$ cat src/rtl/pkey_pkg.sv
package pkey_pkg;

  typedef struct packed {
    logic stepLevel;
    logic finishWalk;
  } walk_ctl_t;

  typedef enum logic [1:0] {
    REASON_NONE = 2'b00,
    REASON_AD   = 2'b01,
    REASON_WD   = 2'b10
  } fault_reason_e;

  localparam int unsigned BANK_USER = 0;
  localparam int unsigned BANK_SUP  = 1;
  localparam int unsigned BANK_CNT  = 2;

endpackage

$ cat src/rtl/pkey_datapath.sv
module pkey_datapath
  import pkey_pkg::*;
#(
  parameter int unsigned PTE_W    = 64,
  parameter int unsigned KEY_BITS = 4,
  parameter int unsigned KEY_LSB  = 59,
  parameter int unsigned US_BIT   = 2,
  localparam int unsigned RIGHTS_W = 2 * (2 ** KEY_BITS)
) (
  input  logic                clk,
  input  logic                rstN,
  input  walk_ctl_t           walkCtl,
  input  logic                rightsWrEn,
  input  logic                rightsWrSel,
  input  logic [RIGHTS_W-1:0] rightsWrData,
  input  logic [PTE_W-1:0]    walkEntry,
  input  logic                accFetch,
  input  logic                accWrite,
  input  logic                accUser,
  input  logic                accTermFault,
  input  logic                ctlLongMode,
  input  logic                ctlUserKeyEn,
  input  logic                ctlSupKeyEn,
  input  logic                ctlWriteProt,
  output logic                keyFault,
  output logic [1:0]          faultReason
);

  logic [KEY_BITS-1:0] leafKey;
  logic                usAccQ;
  logic                usAll;
  logic [1:0]          bankEntry [BANK_CNT];
  logic [1:0]          selEntry;
  logic                checkOn;
  logic                wdAllowed;
  logic                adHit;
  logic                wdHit;
  fault_reason_e       reasonNext;
  logic                faultQ;
  fault_reason_e       reasonQ;
  logic                unusedEntryBits;

  assign leafKey         = walkEntry[KEY_LSB +: KEY_BITS];
  assign unusedEntryBits = ^walkEntry;

  // U/S flags fold by AND across the walk; the accumulator re-arms after the leaf.
  always_ff @(posedge clk) begin
    if (!rstN)                   usAccQ <= 1'b1;
    else if (walkCtl.finishWalk) usAccQ <= 1'b1;
    else if (walkCtl.stepLevel)  usAccQ <= usAccQ & walkEntry[US_BIT];
  end

  assign usAll = usAccQ & walkEntry[US_BIT];

  // One rights register per address type, each with its own key lookup.
  for (genvar b = 0; b < BANK_CNT; b++) begin : g_bank
    logic [RIGHTS_W-1:0] bankQ;

    always_ff @(posedge clk) begin
      if (!rstN)
        bankQ <= '0;
      else if (rightsWrEn && (rightsWrSel == 1'(b)))
        bankQ <= rightsWrData;
    end

    assign bankEntry[b] = bankQ[{leafKey, 1'b0} +: 2];
  end

  assign selEntry = usAll ? bankEntry[BANK_USER] : bankEntry[BANK_SUP];

  always_comb begin
    checkOn   = ctlLongMode && !accFetch && !accTermFault &&
                (usAll ? ctlUserKeyEn : ctlSupKeyEn);
    wdAllowed = accUser || ctlWriteProt;
    adHit     = checkOn && selEntry[0];
    wdHit     = checkOn && selEntry[1] && accWrite && wdAllowed;
    if (adHit)      reasonNext = REASON_AD;
    else if (wdHit) reasonNext = REASON_WD;
    else            reasonNext = REASON_NONE;
  end

  always_ff @(posedge clk) begin
    if (!rstN) begin
      faultQ  <= 1'b0;
      reasonQ <= REASON_NONE;
    end else if (walkCtl.finishWalk) begin
      faultQ  <= adHit || wdHit;
      reasonQ <= reasonNext;
    end else begin
      faultQ  <= 1'b0;
      reasonQ <= REASON_NONE;
    end
  end

  assign keyFault    = faultQ;
  assign faultReason = reasonQ;

endmodule

$ cat config.mk
export PLATFORM = sky130hd
export DESIGN_NAME = pkey_datapath
export DESIGN_NICKNAME = d
export VERILOG_FILES = /design/src/rtl/pkey_pkg.sv /design/src/rtl/pkey_datapath.sv
export SDC_FILE = /design/constraint.sdc
export NUM_CORES = 1
export LEC_CHECK = 0
export ABC_CLOCK_PERIOD_IN_PS = 2400
export BUFFER_PORTS_ARGS = -buffer_cell sky130_fd_sc_hd__buf_2
export CORE_ASPECT_RATIO = 0.5
export CORE_UTILIZATION = 45
export CTS_BUF_LIST = sky130_fd_sc_hd__clkbuf_4 sky130_fd_sc_hd__clkbuf_8 sky130_fd_sc_hd__clkbuf_16
export DETAILED_ROUTE_END_ITERATION = 7
export PLACE_DENSITY_LB_ADDON = 0.12
export SETUP_SLACK_MARGIN = 0.3
export SLEW_MARGIN = 10
export SYNTH_ARGS = -nofsm -noshare
export SYNTH_HDL_FRONTEND = slang
export SYNTH_SLANG_ARGS = --single-unit
$ cat constraint.sdc
create_clock -name clk -period 2.4 [get_ports clk]
set_clock_uncertainty 0.1 [all_clocks]
set_input_delay 0.12 -clock clk [delete_from_list [all_inputs] [get_ports clk]]
set_output_delay 0.12 -clock clk [all_outputs]
set_load 0.01 [all_outputs]
* Yosys cells after proc, flatten, opt, wreduce, memory -nomap -nowiden
Cells that the tools add are included.
** Operators by class
- Mux-type cells :: 4
- Bitwise logic cells :: 4
- Shifts and indexed selects :: 2
- Reduce and logical (&&, ||, !) cells :: 16
** Operators by type and width (number)
- 32-bit by 6-bit indexed part select with 2-bit output :: 2
- 1-bit logical AND :: 9
- 2-bit 2-to-1 mux :: 2
- 1-bit inverter :: 3
- 3-bit OR reduction :: 1
- 1-bit zero test :: 2
- 1-bit logical OR :: 2
- 1-bit 2-to-1 mux :: 2
- 2-bit AND reduction :: 1
- 2-bit OR reduction :: 1
- 1-bit AND :: 1
** Word-level totals
- Output and inout port bits :: 3
- Input bits :: 110
- Flip-flop bits (word level) :: 68
- Word-level logic and storage cells :: 32

* Longest topological paths before layout
Gate-level depths: netlist of run 1.
- Depth in word-level cells :: 9
- Mapped depth :: 8
- Mapped depth without buffers :: 6

* Worst setup path before layout of run 1
OpenSTA, ideal clock, no wires.
- Kind :: register to register
- Start :: register usAccQ
- End :: register reasonQ[1], in the netlist faultReason[1]
- Required time :: 2.240 ns
- Stages on the path, launching flop included :: 9
- Clock period less this slack :: 1.762 ns
- Setup slack :: 0.638 ns
- Setup time :: 0.060 ns
- Arrival time :: 1.601 ns
- Path buffers :: 2
- Cells stage by stage :: dfxtp_1 > buf_4 > nand2_4 > buf_4 > a211oi_1 > nor4_1 > a211oi_1 > a2111oi_1 > and3_1
** On the way
- Cells in the longest elaborated chain, start to end :: 7
- Elaborated cells on any way between the ends :: 10
- Those cells by class :: 3 x mux; 1 x bitwise; 6 x reduce/logical
** RTL lines
- start: declaration :: RTL line pkey_datapath.sv:30 : logic usAccQ;
- start signal: assignment :: RTL line pkey_datapath.sv:50 : else if (walkCtl.stepLevel) usAccQ <= usAccQ & walkEntry[US_BIT];
- 1-bit AND (*) :: RTL line pkey_datapath.sv:53 : assign usAll = usAccQ & walkEntry[US_BIT];
- 1-bit 2-to-1 mux :: RTL line pkey_datapath.sv:73 : (usAll ? ctlUserKeyEn : ctlSupKeyEn);
- 1-bit logical AND :: RTL line pkey_datapath.sv:72 : checkOn = ctlLongMode && !accFetch && !accTermFault &&
- 1-bit logical AND (3 in series) :: RTL line pkey_datapath.sv:76 : wdHit = checkOn && selEntry[1] && accWrite && wdAllowed;
- 2-bit 2-to-1 mux :: RTL line pkey_datapath.sv:78 : else if (wdHit) reasonNext = REASON_WD;
- end signal: assignment :: RTL line pkey_datapath.sv:88 : reasonQ <= reasonNext;
- end: declaration :: RTL line pkey_datapath.sv:40 : fault_reason_e reasonQ;
Every way passes the cells marked *; elsewhere a longest branch is shown, timed or not.
A chain may end at the register's enable or synchronous reset.

* Worst setup path in the final report of run 1
Same ends and word-level chain as after synthesis.

==> flow_metrics.env, run 1 <==
export IMPL_outcome="complete, no violations"
export IMPL_dp_hpwl_um=5810
export IMPL_layout_nets=593
export IMPL_fin_tns_setup_ns=0
export IMPL_antenna_found_initial=0
export IMPL_path_clk_slew_ns=0.05
export IMPL_die_area_um2=7511
export IMPL_async_flop_share_pct=0
export IMPL_synth_warnings=0
export IMPL_ir_drop_mv=0.4658
export IMPL_finalCritPeriodShare_pct=84.77
export IMPL_ys_seq_area_share_pct=42.32
export IMPL_tightest_slew_ns=0.5457
export IMPL_cp_top_family="simple AND/OR/NAND/NOR gates"
export IMPL_cp_end_kind="flip-flop"
export IMPL_crit_buf_inv=1
export IMPL_min_from="walkCtl[1]"
export IMPL_syn_to_final_growth_pct=35.43
export IMPL_path_cells="buf_6, and3_2, a211oi_2, nor4_2, a211oi_2, a2111oi_2, and3_1"
export IMPL_synth_cell_type_count=38
export IMPL_worst_ep_required_time_ns=2.57
export IMPL_leakagePower_nw=1.756
export IMPL_syn_nets=503
export IMPL_netlist_area_leader_share_pct=42.32
export IMPL_synth_flop_cell="dfxtp_1"
export IMPL_pin_count=113
export IMPL_grt_max_degree=66
export IMPL_slowest_delay_ns=0.43
export IMPL_drc=0
export IMPL_crit_type="flip-flop to flip-flop"
export IMPL_syn_area_um2=3217
export IMPL_hold_viol=0
export IMPL_vias=3109
export IMPL_slew_headroom_pct=63.62
export IMPL_worstHoldPathCells=4
export IMPL_io_buffers=53
export IMPL_setup_violations=0
export IMPL_routed_wl_um=9338
export IMPL_routedWlPerCell_um=16.10
export IMPL_core_rowCount=21
export IMPL_synth_edff_count=0
export IMPL_place_gp_congestion=0.8592
export IMPL_regToRegSetupSlack_ns=0.37
export IMPL_core_um2=6805
export IMPL_grt_first_pass_wirelength_um=14260
export IMPL_slew_violations=0
export IMPL_clockBufferDepth=2
export IMPL_cts_root_buf="clkbuf_16"
export IMPL_ys_ff_latch=68
export IMPL_start_util_pct=47.27
export IMPL_htreeDepth=3
export IMPL_crit_path_start_kind="flip-flop"
export IMPL_r2r_start="usAccQ$_SDFFE_PP1P_"
export IMPL_grt_pass1_vias=2838
export IMPL_crit_top_cell="a211oi_2"
export IMPL_rsz0062_at_grt="true"
export IMPL_layout_drive_gt1_share_pct=23.77
export IMPL_max_cap_violations=0
export IMPL_total_power_mw=2.893
export IMPL_drtPass1Iterations=4
export IMPL_hold_end="usAccQ$_SDFFE_PP1P_"
export IMPL_synth_common_cells="132 x nand2_1, 68 x dfxtp_1, 65 x a21boi_0"
export IMPL_r2r_end="faultReason[1]$_SDFF_PP0_"
export IMPL_synth_area_leaders="dfxtp_1 42%, nand2_1 15%, a21boi_0 15%, mux2i_1 3.7%, a211oi_1 3.0%"
export IMPL_fillerInstances=587
export IMPL_syn_area_per_cell_um2=8.185
export IMPL_fin_crit_ns=2.034
export IMPL_tritoncts="yes"
export IMPL_crit_arrival_ns=2.21
export IMPL_routed_via_density=5.360
export IMPL_fmax_ghz=0.4915
export IMPL_fp_dieH_um=61.79
export IMPL_cp_max_fo=7
export IMPL_grt_remaining_overflow=0
export IMPL_die_x_um=121.6
export IMPL_final_antenna_net_count=0
export IMPL_postSynthCellCount=393
export IMPL_hold_path_class="input pin to flip-flop"
export IMPL_drt_iter0_drc=259
export IMPL_clk_latency_ns=0.33
export IMPL_grtUsageTotal_pct=25.90
export IMPL_yosysMostFrequentCell="nand2_1"
export IMPL_cts_sink_count=68
export IMPL_r2r_cells=7
export IMPL_yosys_area_top_type="dfxtp_1"
export IMPL_crit_slowest_cell="dfxtp_4"
export IMPL_cts_inserted_buffers=9
export IMPL_n_antenna_cell=0
export IMPL_power_density_nw_per_um2=664.1
-- registers in the layout, indices dropped and copies added (netlist names) --
name	cells
usAccQ	1
g_bank.bankQ	64
faultReason	2
keyFault	1
-- routing by layer --
layer / wire [um] / share of wire, % / global-route usage (%) / vias to the layer above
met5: 0 / 0 / 0 / -
met4: 42 / 0.45 / 7.407 / 0
met3: 644 / 6.9 / 7.299 / 7
met2: 4112 / 44 / 41.64 / 109
met1: 4538 / 49 / 34.64 / 1458
li1: - / - / - / 1535
-- how the worst max path moves through the flow --
stage,slack [ns],cells past startpoint,endpoint,start
final,0.37,7,faultReason[1]$_SDFF_PP0_,usAccQ$_SDFFE_PP1P_
after global routing,0.30,8,keyFault$_SDFF_PN0_,usAccQ$_SDFFE_PP1P_
after CTS,0.32,6,keyFault$_SDFF_PN0_,usAccQ$_SDFFE_PP1P_
after detailed placement,-0.08,7,faultReason[1]$_SDFF_PP0_,usAccQ$_SDFFE_PP1P_
after global placement,-0.03,7,faultReason[1]$_SDFF_PP0_,usAccQ$_SDFFE_PP1P_
after floorplan,0.64,8,faultReason[1]$_SDFF_PP0_,usAccQ$_SDFFE_PP1P_
-- stage by stage --
step           std cells  util [%]  area [um2]  hold WS, ns  setup WS [ns]
6_report             580     64.02        4357      0.02727         0.3655
5_1_grt              580     64.02        4357      0.03627         0.2959
4_1_cts              574     62.44        4249      0.01867         0.3227
3_5_place_dp         525     52.73        3588       0.2331       -0.08114
3_3_place_gp         525     52.73        3588       0.2302       -0.02540
2_1_floorplan        393         -        3217       0.1259         0.6384
-- tightest hold or removal path, delay by kind of cell --
family / cells / cell delay, ns
AOI/OAI and AO/OA: 1 / 0.07
buffers and inverters: 2 / 0.14
and+or+nand+nor: 1 / 0.08
-- what timing repair did --
action | CTS | global route
hold buffers | 33 | 0
gates cloned | 0 | 1
setup buffers | 0 | 5
pin swaps | 0 | 5
setup endpoints to repair | 3 | 2
hold endpoints to repair | 65 | 0
resized for setup | 6 | 14
-- cell families (layout without fill, tap and decap cells) --
family,after synthesis,in the layout,synth area share (%)
buf+inv,34,129,5.017
simple gates,173,173,24.00
compound gates,106,106,24.93
mux,12,12,3.734
flops,68,68,42.32
-- cell type report --
type / instances / area [um2] / area share (%)
well taps: 92 / 115.1 / 2.642
flip-flops and latches: 68 / 1365 / 31.33
multi-input cells: 291 / 1764 / 40.49
repair buffers: 111 / 795.8 / 18.27
clock buffers: 16 / 309.0 / 7.094
inverters: 2 / 7.507 / 0.1723
-- placed cells by master, fill, tap and decap left out, types with 3 or more instances in the layout --
cell type / instances
nor4_2: 3
dfxtp_1: 67
buf_2: 54
clkbuf_16: 9
clkbuf_8: 5
o211ai_1: 3
mux2i_1: 12
a21boi_0: 65
a221oi_1: 4
buf_4: 21
dlygate4sd3_1: 33
and3_2: 7
nand2_1: 132
and3_1: 12
nand2b_1: 3
a211oi_1: 11
o31ai_1: 3
-- power by group --
| group | leakage [nW] | internal (mW) | switching, mW |
|---|---|---|---|
| clock | 0.156 | 0.864 | 0.453 |
| sequential | 0.556 | 1.18 | 0.0271 |
| combinational | 1.04 | 0.174 | 0.195 |
Note: power is estimated with default switching activity, not from simulation.
==> run 2, diff against run 1 <==
--- a/config.mk
+++ b/config.mk
@@ -5,7 +5,8 @@
 export SDC_FILE = /design/constraint.sdc
 export NUM_CORES = 1
 export LEC_CHECK = 0
-export ABC_CLOCK_PERIOD_IN_PS = 2400
+export ABC_AREA = 1
+export ABC_CLOCK_PERIOD_IN_PS = 1900
 export BUFFER_PORTS_ARGS = -buffer_cell sky130_fd_sc_hd__buf_2
 export CORE_ASPECT_RATIO = 0.5
 export CORE_UTILIZATION = 45
==> constraint.sdc (replaced) <==
create_clock -name clk -period 1.9 [get_ports clk]
set_clock_uncertainty 0.1 [all_clocks]
set_input_delay 0.095 -clock clk [delete_from_list [all_inputs] [get_ports clk]]
set_output_delay 0.095 -clock clk [all_outputs]
set_load 0.01 [all_outputs]
==> run 2 against run 1 <==
Combinational power increased by 38%. Design area decreased by 4.8%. Final cell count increased by 7.9%. Sequential power increased by 30%. Sequential share of layout area increased by 1.6 points. Die area decreased by 3.5%. Register-to-register slack about the same. Largest power group unchanged. First-iteration DRC count increased by 15%. Via count increased by 1.9%.
==> flow_metrics.env, run 2 <==
export IMPL_r2r_start="usAccQ$_SDFFE_PP1P_"
export IMPL_drt_iter0_drc=298
export IMPL_grt_max_degree=44
export IMPL_hold_viol=0
export IMPL_drtPass1Iterations=5
export IMPL_worst_ep_required_time_ns=2.07
export IMPL_layout_setup_ws_ns=0.3531
export IMPL_rsz0062_at_grt="true"
export IMPL_outcome="complete, no violations"
export IMPL_regToRegSetupSlack_ns=0.35
export IMPL_grtUsageTotal_pct=26.12
export IMPL_tightest_slew_ns=1.105
export IMPL_ys_seq_area_share_pct=43.89
export IMPL_hold_end="faultReason[1]$_SDFF_PP0_"
export IMPL_finalCritPeriodShare_pct=81.41
export IMPL_core_rowCount=20
export IMPL_layout_drive_gt1_share_pct=18.77
export IMPL_swShare_pct=24.45
export IMPL_ys_ff_latch=68
export IMPL_start_util_pct=48.80
export IMPL_internal_power_mw=2.898
export IMPL_max_cap_violations=0
export IMPL_place_area_um2=3383
export IMPL_grt_pass1_vias=2873
export IMPL_syn_area_per_cell_um2=6.847
export IMPL_grt_first_pass_wirelength_um=14080
export IMPL_total_power_mw=3.835
export IMPL_yosys_area_top_type="dfxtp_1"
export IMPL_fin_crit_ns=1.547
export IMPL_cts_sink_count=68
export IMPL_r2r_cells=9
export IMPL_syn_area_um2=3102
export IMPL_synth_warnings=0
export IMPL_mostFrequentLayoutCell="nor2_1"
export IMPL_async_flop_share_pct=0
export IMPL_core_um2=6356
export IMPL_vias=3167
export IMPL_slew_violations=0
export IMPL_htreeDepth=3
export IMPL_worstHoldPathCells=4
export IMPL_dp_hpwl_um=5309
export IMPL_cts_root_buf="clkbuf_16"
export IMPL_syn_nets=563
export IMPL_clkPwrFrac_pct=45.9
export IMPL_die_x_um=119.4
export IMPL_syn_to_final_growth_pct=33.76
export IMPL_largest_reg_flops=64
export IMPL_crit_top_cell="nand3_1"
export IMPL_slowest_delay_ns=0.40
export IMPL_crit_path_start_kind="flip-flop"
export IMPL_p_switching_mw=0.9376
export IMPL_holdWs_ns=0.02380
export IMPL_pre_cts_ws_ns=0.1473
export IMPL_clockBufferDepth=2
export IMPL_slew_headroom_pct=26.25
export IMPL_cp_max_fo=14
export IMPL_power_density_nw_per_um2=924.4
export IMPL_leakagePower_nw=1.841
export IMPL_routed_via_density=5.059
export IMPL_min_from="walkEntry[62]"
export IMPL_routedWlPerCell_um=13.85
export IMPL_netlist_area_leader_share_pct=43.89
export IMPL_antenna_found_initial=0
export IMPL_cp_end_kind="flip-flop"
export IMPL_final_antenna_net_count=0
export IMPL_postSynthCellCount=453
export IMPL_layout_nets=643
export IMPL_pin_count=113
export IMPL_final_cell_mix="130 x nor2_1, 78 x nand3_1, 67 x dfxtp_1"
export IMPL_setup_violations=0
export IMPL_grt_remaining_overflow=0
export IMPL_cts_inserted_buffers=9
export IMPL_pwr_share_seq_pct=40.8
export IMPL_synth_area_leaders="dfxtp_1 44%, nor2_1 16%, nand3_1 14%, o21ai_0 10%, nand2_1 5.9%"
export IMPL_synth_cell_type_count=20
export IMPL_synth_flop_cell="dfxtp_1"
export IMPL_tritoncts="yes"
export IMPL_routed_wl_um=8667
export IMPL_drc=0
export IMPL_r2r_end="faultReason[1]$_SDFF_PP0_"
export IMPL_clk_latency_ns=0.34
export IMPL_fp_dieH_um=60.71
export IMPL_synth_common_cells="131 x nor2_1, 87 x nand3_1, 68 x dfxtp_1"
export IMPL_fin_tns_setup_ns=0
export IMPL_regMostFlops="g_bank.bankQ"
export IMPL_design_area_um2=4149
export IMPL_die_area_um2=7249
export IMPL_crit_arrival_ns=1.72
export IMPL_crit_type="flip-flop to flip-flop"
export IMPL_fillerInstances=604
export IMPL_crit_slowest_cell="dfxtp_4"
export IMPL_fmax_ghz=0.6465
export IMPL_path_cells="buf_6, nand3_1, nand3_1, nand3_2, nand3_1, nand2_1, nand2_1, nand3_2, nor2_2"
export IMPL_n_antenna_cell=0
export IMPL_ir_drop_mv=0.4782
export IMPL_yosysMostFrequentCell="nor2_1"
export IMPL_io_buffers=53
export IMPL_place_gp_congestion=0.7669
export IMPL_synth_edff_count=0
export IMPL_hold_path_class="input pin to flip-flop"
export IMPL_path_clk_slew_ns=0.05
export IMPL_power_frac_comb_pct=13.3
[run 2: cell types whose count changed after synthesis, moves of 8 or more]
cell,change
nor2_1,+130
nand3_1,+86
nand2_1,-83
a21boi_0,-65
o21ai_0,+64
a211oi_1,-13
and3_1,-13
mux2i_1,-12
inv_1,+8
[run 2: worst max path at each step]
stage / start / to / slack [ns]
2_1_floorplan: usAccQ$_SDFFE_PP1P_ / faultReason[1]$_SDFF_PP0_ / 0.55
3_3_place_gp: usAccQ$_SDFFE_PP1P_ / faultReason[1]$_SDFF_PP0_ / 0.15
3_5_place_dp: usAccQ$_SDFFE_PP1P_ / faultReason[1]$_SDFF_PP0_ / 0.15
4_1_cts: usAccQ$_SDFFE_PP1P_ / faultReason[1]$_SDFF_PP0_ / 0.31
5_1_grt: usAccQ$_SDFFE_PP1P_ / faultReason[1]$_SDFF_PP0_ / 0.25
6_report: usAccQ$_SDFFE_PP1P_ / faultReason[1]$_SDFF_PP0_ / 0.35
[run 2: power groups by stage]
stage | clock, mW | sequential (mW) | combinational [mW]
after floorplan | 0 | 1.58 | 0.297
after global placement | 0 | 1.59 | 0.419
after detailed placement | 0 | 1.59 | 0.425
after CTS | 1.79 | 1.57 | 0.481
after global routing | 1.85 | 1.58 | 0.572
final | 1.76 | 1.57 | 0.508
[run 2: timing repair]
action,4_1_cts,5_1_grt
setup endpoints to repair,3,3
hold buffers,34,0
endpoints found under the hold margin,65,0
cloned,0,1
resized for setup,3,12
buffers inserted,0,2
[run 2: metrics by stage]
step	cells	utilization [%]
floorplan	453	-
global placement	573	53.23
detailed placement	573	53.23
CTS	623	63.78
global route	626	65.28
finish	626	65.28
[run 2: final cells by class]
cell class                      instances  area (um2)  share of cell area (%)
Multi-Input combinational cell        341        1558                   37.55
Clock inverter                          3       42.54                   1.025
Clock buffer                           13       280.3                   6.755
Sequential cell                        68        1365                   32.90
Inverter                               12       45.04                   1.086
Tap cell                               88       110.1                   2.654
Timing Repair Buffer                  101       748.2                   18.03
[run 2: critical path, delay by kind of cell, from the launching register on]
kind,cells,cell delay (ns)
buffers and inverters,1,0.18
and+or+nand+nor,8,0.79
DFF,1,0.40
[run 2: routing by layer]
| layer | up-vias | wire length [um] | GRT usage, % |
|---|---|---|---|
| met2 | 100 | 3665 | 40.78 |
| met3 | 13 | 556 | 7.989 |
| li1 | 1644 | - | - |
| met1 | 1410 | 4329 | 35.25 |
| met5 | - | 0 | 0 |
| met4 | 0 | 116 | 8.214 |
[run 2: cell families after synthesis]
logic type      share of synthesized area [%]
simple gates                            37.92
flops                                   43.89
compound gates                          10.65
buf+inv                                 7.544
